`src/rtl/xmc_pkg.sv`:
```
package xmc_pkg;
  typedef enum logic [1:0] {
    MD_STBY = 2'd0,
    MD_WAKE = 2'd1,
    MD_NORM = 2'd2
  } modeT;

  // strobes from control to datapath
  typedef struct packed {
    logic wakeClr;
    logic wakeInc;
  } strobeT;

  localparam int FLAG_CNT = 4;  // {overTemp, offUv, vioUv, vccStbyUv}
endpackage

```
`src/rtl/xmc_datapath.sv`:
```
module xmc_datapath
  import xmc_pkg::*;
#(
  parameter int MODE_DLY    = 8,
  parameter int DOM_LIMIT   = 32,
  parameter int SYNC_STAGES = 2
) (
  input  logic                clk,
  input  logic                rstN,
  input  logic [FLAG_CNT-1:0] rawFlags,
  input  logic                txLevel,
  input  strobeT              stb,
  output logic                supplyFault,
  output logic                hotFlag,
  output logic                wakeDone,
  output logic                domExpired
);
  localparam int WW = $clog2(MODE_DLY + 1);
  localparam int DW = $clog2(DOM_LIMIT + 1);
  localparam logic [WW-1:0] WAKE_LAST = WW'(MODE_DLY - 1);
  localparam logic [DW-1:0] DOM_LAST  = DW'(DOM_LIMIT - 1);

  logic [FLAG_CNT-1:0] syncQ [SYNC_STAGES];
  logic [WW-1:0] wakeCnt;
  logic [DW-1:0] domCnt;

  // fault flag synchroniser chain
  always_ff @(posedge clk or negedge rstN) begin
    if (!rstN) begin
      for (int i = 0; i < SYNC_STAGES; i++) syncQ[i] <= '0;
    end else begin
      syncQ[0] <= rawFlags;
      for (int i = 1; i < SYNC_STAGES; i++) syncQ[i] <= syncQ[i-1];
    end
  end

  assign supplyFault = |syncQ[SYNC_STAGES-1][2:0];
  assign hotFlag     = syncQ[SYNC_STAGES-1][3];

  // wake delay counter
  always_ff @(posedge clk or negedge rstN) begin
    if (!rstN)              wakeCnt <= '0;
    else if (stb.wakeClr)   wakeCnt <= '0;
    else if (stb.wakeInc)   wakeCnt <= wakeCnt + 1'b1;
  end
  assign wakeDone = (wakeCnt == WAKE_LAST);

  // dominant duration counter, saturating at its last value
  assign domExpired = !txLevel && (domCnt == DOM_LAST);
  always_ff @(posedge clk or negedge rstN) begin
    if (!rstN)            domCnt <= '0;
    else if (txLevel)     domCnt <= '0;
    else if (!domExpired) domCnt <= domCnt + 1'b1;
  end
endmodule

```
`src/rtl/xmc_control.sv`:
```
module xmc_control
  import xmc_pkg::*;
(
  input  logic   clk,
  input  logic   rstN,
  input  logic   stbyReq,
  input  logic   txLevel,
  input  logic   supplyFault,
  input  logic   hotFlag,
  input  logic   wakeDone,
  input  logic   domExpired,
  output strobeT stb,
  output logic   modeNormal,
  output logic   txEn,
  output logic   rxEn,
  output logic   rxSrcWake,
  output logic   thermLock,
  output logic   relWait,
  output logic   domLock
);
  modeT state, nextState;
  logic wantNormal;

  assign wantNormal = !stbyReq && !supplyFault;

  always_comb begin
    nextState = state;
    case (state)
      MD_STBY: if (wantNormal) nextState = MD_WAKE;
      MD_WAKE: begin
        if (!wantNormal)   nextState = MD_STBY;
        else if (wakeDone) nextState = MD_NORM;
      end
      MD_NORM: if (!wantNormal) nextState = MD_STBY;
      default: nextState = MD_STBY;
    endcase
  end

  always_comb begin
    stb.wakeClr = (state != MD_WAKE);
    stb.wakeInc = (state == MD_WAKE) && wantNormal && !wakeDone;
  end

  always_ff @(posedge clk or negedge rstN) begin
    if (!rstN) state <= MD_STBY;
    else       state <= nextState;
  end

  // lockouts: each set by its cause, released by a recessive transmit line
  always_ff @(posedge clk or negedge rstN) begin
    if (!rstN) begin
      thermLock <= 1'b0;
      relWait   <= 1'b0;
      domLock   <= 1'b0;
    end else begin
      if (hotFlag)          thermLock <= 1'b1;
      else if (txLevel)     thermLock <= 1'b0;
      if (supplyFault)      relWait   <= 1'b1;
      else if (txLevel)     relWait   <= 1'b0;
      if (domExpired)       domLock   <= 1'b1;
      else if (txLevel)     domLock   <= 1'b0;
    end
  end

  assign modeNormal = (state == MD_NORM);
  assign rxEn       = modeNormal;
  assign rxSrcWake  = !modeNormal;
  assign txEn       = modeNormal && !thermLock && !relWait && !domLock;
endmodule

```
`src/rtl/xcvr_mode_ctrl.sv`:
```
module xcvr_mode_ctrl
  import xmc_pkg::*;
#(
  parameter int MODE_DLY    = 8,   // wake delay in cycles (about 11 us worth in silicon)
  parameter int DOM_LIMIT   = 32,  // dominant timeout in cycles
  parameter int SYNC_STAGES = 2
) (
  input  logic clk,
  input  logic rstN,
  input  logic stbyReq,
  input  logic txLevel,
  input  logic vccStbyUv,
  input  logic vioUv,
  input  logic offUv,
  input  logic overTemp,
  output logic txEn,
  output logic rxEn,
  output logic modeNormal,
  output logic rxSrcWake
);
  strobeT stb;
  logic supplyFault, hotFlag, wakeDone, domExpired;
  logic thermLock, relWait, domLock;

  xmc_datapath #(
    .MODE_DLY(MODE_DLY), .DOM_LIMIT(DOM_LIMIT), .SYNC_STAGES(SYNC_STAGES)
  ) uDp (
    .clk(clk), .rstN(rstN),
    .rawFlags({overTemp, offUv, vioUv, vccStbyUv}),
    .txLevel(txLevel), .stb(stb),
    .supplyFault(supplyFault), .hotFlag(hotFlag),
    .wakeDone(wakeDone), .domExpired(domExpired)
  );

  xmc_control uCtl (
    .clk(clk), .rstN(rstN), .stbyReq(stbyReq), .txLevel(txLevel),
    .supplyFault(supplyFault), .hotFlag(hotFlag),
    .wakeDone(wakeDone), .domExpired(domExpired),
    .stb(stb), .modeNormal(modeNormal), .txEn(txEn), .rxEn(rxEn),
    .rxSrcWake(rxSrcWake), .thermLock(thermLock), .relWait(relWait),
    .domLock(domLock)
  );
endmodule

```
`config.mk`:
```
export PLATFORM = sky130hd
export DESIGN_NAME = xcvr_mode_ctrl
export DESIGN_NICKNAME = d
export VERILOG_FILES = /design/src/rtl/xmc_pkg.sv /design/src/rtl/xmc_datapath.sv /design/src/rtl/xmc_control.sv /design/src/rtl/xcvr_mode_ctrl.sv
export SDC_FILE = /design/constraint.sdc
export NUM_CORES = 1
export LEC_CHECK = 0
export ABC_AREA = 1
export BUFFER_PORTS_ARGS = -buffer_cell sky130_fd_sc_hd__buf_2
export CORE_MARGIN = 3
export CORE_UTILIZATION = 55
export CTS_CLUSTER_SIZE = 10
export DETAILED_ROUTE_END_ITERATION = 8
export HOLD_SLACK_MARGIN = 0.08
export MAX_ROUTING_LAYER = met4
export PLACE_DENSITY = 0.76
export SYNTH_ARGS = -nofsm -noshare
export SYNTH_HDL_FRONTEND = slang
export SYNTH_SLANG_ARGS = --single-unit
```
`constraint.sdc`:
```
create_clock -name clk -period 1.54 [get_ports clk]
set_input_delay 0.308 -clock clk [delete_from_list [all_inputs] [get_ports clk]]
set_output_delay 0.308 -clock clk [all_outputs]
set_load 0.01 [all_outputs]
```
[Word level (Yosys, flattened, before mapping)]
Index checks and enable logic that the tools add are counted.
Storage, ports and cells
  bits of input ports: 8
  word-level logic and storage cells: 54
  flip-flop bits (word level): 23
  output and inout bits: 4
Operators by class
  reductions and logical operators: 22
  add/subtract/negate cells: 2
  muxes and demuxes: 13
  equal/unequal tests: 9
Operator list (number)
  6-bit 2-to-1 mux: 2
  1-bit zero test: 8
  2-bit 2-to-1 mux: 4
  4-bit 2-to-1 mux: 2
  2-bit nonzero test: 4
  1-bit logical AND: 7
  6-bit by 1-bit adder with 6-bit output, second input constant: 1
  6-bit by 5-bit == test with 1-bit output, second input constant: 1
  2-bit case mux with 3 select lines: 1
  4-bit by 1-bit adder with 4-bit output, second input constant: 1
  4-bit by 3-bit == test with 1-bit output, second input constant: 1
  1-bit 2-to-1 mux: 4
  2-bit by 1-bit != test with 1-bit output, second input constant: 2
  2-bit != test, second input constant: 2
  3-bit by 2-bit != test with 1-bit output, second input constant: 1
  3-bit AND reduction: 1
  3-bit OR reduction: 1
  2-bit by 1-bit == test with 1-bit output, second input constant: 1
  2-bit == test, second input constant: 1
  2-bit zero test: 1

[Logic depth before layout (Yosys ltp)]
  word-level depth: 7
  gate-level depth with buffers: 8
  mapped depth without buffers: 8

[Cells and area by module]
From an unflattened synthesis, not the netlist that was laid out.
Second synthesis, totals
  cell total of the unflattened synthesis: 103
  area total of the unflattened synthesis: 988.4 um^2
By module, submodules not included
  xmc_datapath: area an instance 747.0 um^2, seq. area each 450.4 um^2, cells each 76, instances 1
  xmc_control: area an instance 241.5 um^2, seq. area each 125.1 um^2, cells each 27, instances 1

[Least setup slack after synthesis]
OpenSTA, ideal clock, no wires.
  path type: register -> output
  from: reg uCtl.state[0]
  to: out txEn
  required time: 1.232 ns
  cell stages (with the launch flop): 4
  data arrival time: 0.927 ns
  path buffers: 0
  setup slack: 0.305 ns
  cells stage by stage: dfrtp_1 inv_1 nand2_1 nor4_1
On the way
  word-level cells in the longest chain between the ends: 4
Ends and longest elaborated chain
  from (decl): RTL line xmc_control.sv:21  | modeT state, nextState;
  from (signal assigned): RTL line xmc_control.sv:46  | else state <= nextState;
  2-bit == test: RTL line xmc_control.sv:65  | assign modeNormal = (state == MD_NORM);
  1-bit logical AND (3 in a row): RTL line xmc_control.sv:68  | assign txEn = modeNormal && !thermLock && !relWait && !domLock;
  to (decl): RTL line xcvr_mode_ctrl.sv:16  | output logic txEn,
No other way between the ends.

[Worst setup path after layout]
Same ends and word-level chain as after synthesis.

==> flow_results.org <==
** Cells and area
- The repair_antennas step left the layout with diodes totalling 0.
- Final net count :: roughly 130
- Post-route non-filler standard cell count :: roughly 140
- Area growth from synthesis to layout :: 18.6%
- Fraction of layout instances using a drive strength above 1 :: 0.296

** Floorplanning
- Initial standard-cell utilization of the core :: 0.625
- The floorplan has 14 rows.
- Die height :: around 49 um
- The core region is 0.00161 mm^2.
- Total die area :: around 0.0024 mm^2
- 12 I/O pins were placed.
- The die is between 40 and 50 um wide.

** Pwr
- In this run the power density over the cells is approximately 830 mW/mm^2.
- Static Leakage :: roughly 0.55 nW
- VDD sags by at most between 0.6 and 0.7 mV.

** Detailed routing
- Wire length per cell after detailed routing :: 11.3 um
- Total wire length after detailed routing :: between 1500 and 2000 um
- Number of iterations in the first detailed-routing pass :: 4
- Once detail routing completed, the nets flagged for antenna violations numbered 0.
- Vias post-DR :: slightly below 700
- DRC viols :: 0
- In this run, the number of DRC markers left after iteration 0 of detailed routing was 11.
- Using the TritonRoute via totals, the vias-per-cell ratio works out to 4.94.

** Worst hold path
- The worst hold path was traced through 2 stages.
- For hold timing, the worst endpoint is uDp.domCnt[2].
- The worst hold path belongs to the class in -> reg.
- The worst hold path begins at txLevel.

** Clock tree
- The cell sitting at the root of the clock tree is a sky130_fd_sc_hd__clkbuf_4.
- CTS built an H-tree with a depth of 1.
- Clock transition time at the flip-flop clock pins of the worst setup and hold paths :: between 0.1 and 0.15 ns
- Clock tree synthesis found a total of 23 sinks.
- The longest clock path from root to sink contains 2 buffers.
- TritonCTS built the clock tree.
- At the later pin of the worst-skew pair, clock insertion delay measures 0.32 ns.
- Number of buffers added by the clock tree synthesis step :: 3

** Job
- Across the run, the number of max-cap violations was 0.

** Synth
- Fraction of the yosys area taken by sequential cells :: 0.571
- Mean area per synthesized cell :: ~11 um^2
- Post-synthesis cell type count :: 25
- Number of flip-flops and latches in the synthesized netlist :: 23
- During synthesis, Yosys emitted a total of 0 warnings.
- Yosys top cell area share :: 0.571
- Post-synth top area cell :: sky130_fd_sc_hd__dfrtp_1
- Sorting the synthesized cells by area gives the leading types as sky130_fd_sc_hd__dfrtp_1 (57%), sky130_fd_sc_hd__nor2_4 (5.6%), sky130_fd_sc_hd__inv_1 (5.2%), sky130_fd_sc_hd__nand2_1 (5.2%), sky130_fd_sc_hd__nand2_4 (3.4%).
- Cell count after synthesis :: 95
- Cell area after synthesis :: between 0.001 and 0.0015 mm^2
- Synth Net Count :: 105

** Place
- Placer congestion estimate :: 0.780
- Number of buffers inserted by port buffering :: 11
- Post-Place Worst Slack :: about 0.28 ns
- DP Cell Count :: ~130
- After legalization and detailed placement, the total HPWL measured between 1000 and 1500 um.

** Timing
- Setup TNS :: 0 ns
- Unrepaired setup endpoints after global routing :: true
- Actual transition at the worst max-transition pin :: 0.493 ns
- Final Cycle Share :: 0.977
- The final hold violation count is 0.
- Based on the critical path, the design can be clocked at up to 665 MHz.
- The final-report max-slew violation count came to 0.
- Setup violations remaining at the end of the flow were counted as 0.
- Measured against its own limit, the worst slew margin works out to 0.672.
- Post-Route Skew :: around 0.0074 ns
- Final WS setup :: roughly 0.035 ns
- Minimum period implied by the final worst setup slack :: about 1.5 ns
- Across all hold checks on the routed design, the worst slack comes to 0.212 ns.

** Global route
- Entering global routing, the biggest net connects 24 pins.
- Global-route wire length before repair :: ~2800 um
- Final global-route overflow total :: 0
- The number of global-route vias before repair is about 680.
- Global routing usage summed across all routing layers :: 0.163
- The initial antenna violation count was 0.

** Worst setup path
- Traced cell by cell, the critical path runs through inv_2 > nand2_4 > nor4_4 > buf_2.
- The endpoint identified for the worst register-to-register timing path is uCtl.domLock.
- Measured in cells, the most critical reg-to-reg path has a length of 8.
- In this run the register-to-register setup slack is ~0.27 ns.
- STA classifies the critical path startpoint as a flop.
- The largest individual stage delay along the critical path comes from the cell sky130_fd_sc_hd__dfrtp_1.
- On the worst path, the slowest cell contributes a delay of roughly 0.42 ns.
- By startpoint and endpoint, the worst setup path is classified as reg -> out.
- Data required time of the worst path :: 1.23 ns
- At the worst endpoint, the arrival time is roughly 1.2 ns.
- Worst flop-to-flop path startpoint :: uDp.domCnt[0]
- Along the worst path, the maximum fanout reaches 4.
- STA classifies the critical path endpoint as a primary output.

** Outcome
- The flow ran to the end, and the final reports show no timing, DRC or antenna violations.
-- per-layer routing --
metal / global-route usage / wire, um / up-vias / part of all wire
met1: 0.198 / 722 / 326 / 0.46
li1: - / - / 341 / -
met3: 0.0581 / 101 / 4 / 0.064
met5: - / 0 / - / 0
met2: 0.240 / 713 / 16 / 0.45
met4: 0.0853 / 38 / 0 / 0.024
-- sequential cells by signal (all words and copies together) (netlist names) --
| name | count |
|---|---|
| uCtl.state | 2 |
| uDp.syncQ | 7 |
| uDp.domCnt | 6 |
| uDp.hotFlag | 1 |
| uDp.wakeCnt | 4 |
| uCtl.relWait | 1 |
| uCtl.domLock | 1 |
| uCtl.thermLock | 1 |
-- through the flow --
stage	cell area, um^2	util	power, W
after floorplan	1010	-	0.000675
after global placement	1080	0.673	0.000702
after detailed placement	1080	0.673	0.000704
after CTS	1180	0.733	0.000997
after global routing	1190	0.741	0.00104
final	1190	0.741	0.000987
-- power breakdown --
part,internal (W),leakage (nW),switching (W)
sequential,0.000624,0.292,0.0000140
clock,0.0000995,0.0139,0.000185
combinational,0.0000291,0.248,0.0000357
-- worst max-delay path by stage --
stage | start | endpoint | slack (ns) | cells past startpoint
after global routing | uCtl.state[0] | txEn | -0.01 | 4
final | uCtl.state[0] | txEn | 0.04 | 4
after global placement | uCtl.state[0] | txEn | 0.28 | 4
after CTS | uCtl.state[0] | txEn | 0.002 | 4
after detailed placement | uDp.domCnt[0] | uCtl.domLock | 0.28 | 8
after floorplan | uCtl.state[0] | txEn | 0.31 | 3
-- logic make-up after synthesis --
group | count (synthesis) | share of synthesized area
simple gates | 38 | 0.235
flops | 23 | 0.571
buf+inv | 16 | 0.0634
compound gates | 13 | 0.0795
xor+xnor | 3 | 0.0261
fa+ha+maj | 2 | 0.0248
-- layout make-up --
| type | instances | area [um^2] |
|---|---|---|
| clock buffer | 3 | 22.5 |
| clock inverter | 1 | 7.51 |
| fill | 119 | 417 |
| inverter | 15 | 56.3 |
| multi-input combinational | 56 | 390 |
| sequential | 23 | 576 |
| tap | 24 | 30.0 |
| timing repair buffer | 17 | 113 |
-- cells in the mapped netlist, drive strengths merged --
master   n
a211oi   1
a21o     1
a21oi    2
buf      1
dfrtp   23
ha       2
inv     15
nand2   18
nand3    7
nand4    1
nor2    10
nor4     1
o211ai   1
o21ai    8
or2      1
xnor2    1
xor2     2
-- critical path: cells and delay by family (launching register included) --
kind | cells | cell delay [ns]
and+or+nand+nor | 2 | 0.20
DFF | 1 | 0.42
buffers and inverters | 2 | 0.26
-- cell usage in the layout, fill, tap and decap left out --
cell type and n:
sky130_fd_sc_hd__nor2_4 5, sky130_fd_sc_hd__a21oi_1 2, sky130_fd_sc_hd__nand4_1 1, sky130_fd_sc_hd__xnor2_1 1, sky130_fd_sc_hd__nor4_4 1, sky130_fd_sc_hd__nor2_1 4, sky130_fd_sc_hd__dlygate4sd3_1 5, sky130_fd_sc_hd__nand2_2 1
sky130_fd_sc_hd__o211ai_1 1, sky130_fd_sc_hd__inv_2 2, sky130_fd_sc_hd__a211oi_1 1, sky130_fd_sc_hd__a21o_1 1, sky130_fd_sc_hd__nand2_4 4, sky130_fd_sc_hd__ha_1 2, sky130_fd_sc_hd__nand3_1 6, sky130_fd_sc_hd__o21ai_1 4
sky130_fd_sc_hd__nand2_1 13, sky130_fd_sc_hd__o21ai_0 2, sky130_fd_sc_hd__nor2_2 1, sky130_fd_sc_hd__clkbuf_4 3, sky130_fd_sc_hd__or2_2 1, sky130_fd_sc_hd__o21ai_2 2, sky130_fd_sc_hd__inv_1 13, sky130_fd_sc_hd__dfrtp_1 23
sky130_fd_sc_hd__buf_2 11, sky130_fd_sc_hd__xor2_1 2, sky130_fd_sc_hd__nand3_4 1, sky130_fd_sc_hd__clkinvlp_4 1, sky130_fd_sc_hd__buf_4 1
-- repair_timing --
item                                    CTS  global route
endpoints found under the setup margin    1             1
resized for setup                         2             3
pin swaps                                 0             0
hold endpoints to repair                 27             0
setup buffers                             1             0
cloned                                    0             0
hold buffers                              5             0
No activity file was read; power rests on OpenSTA's default activity.
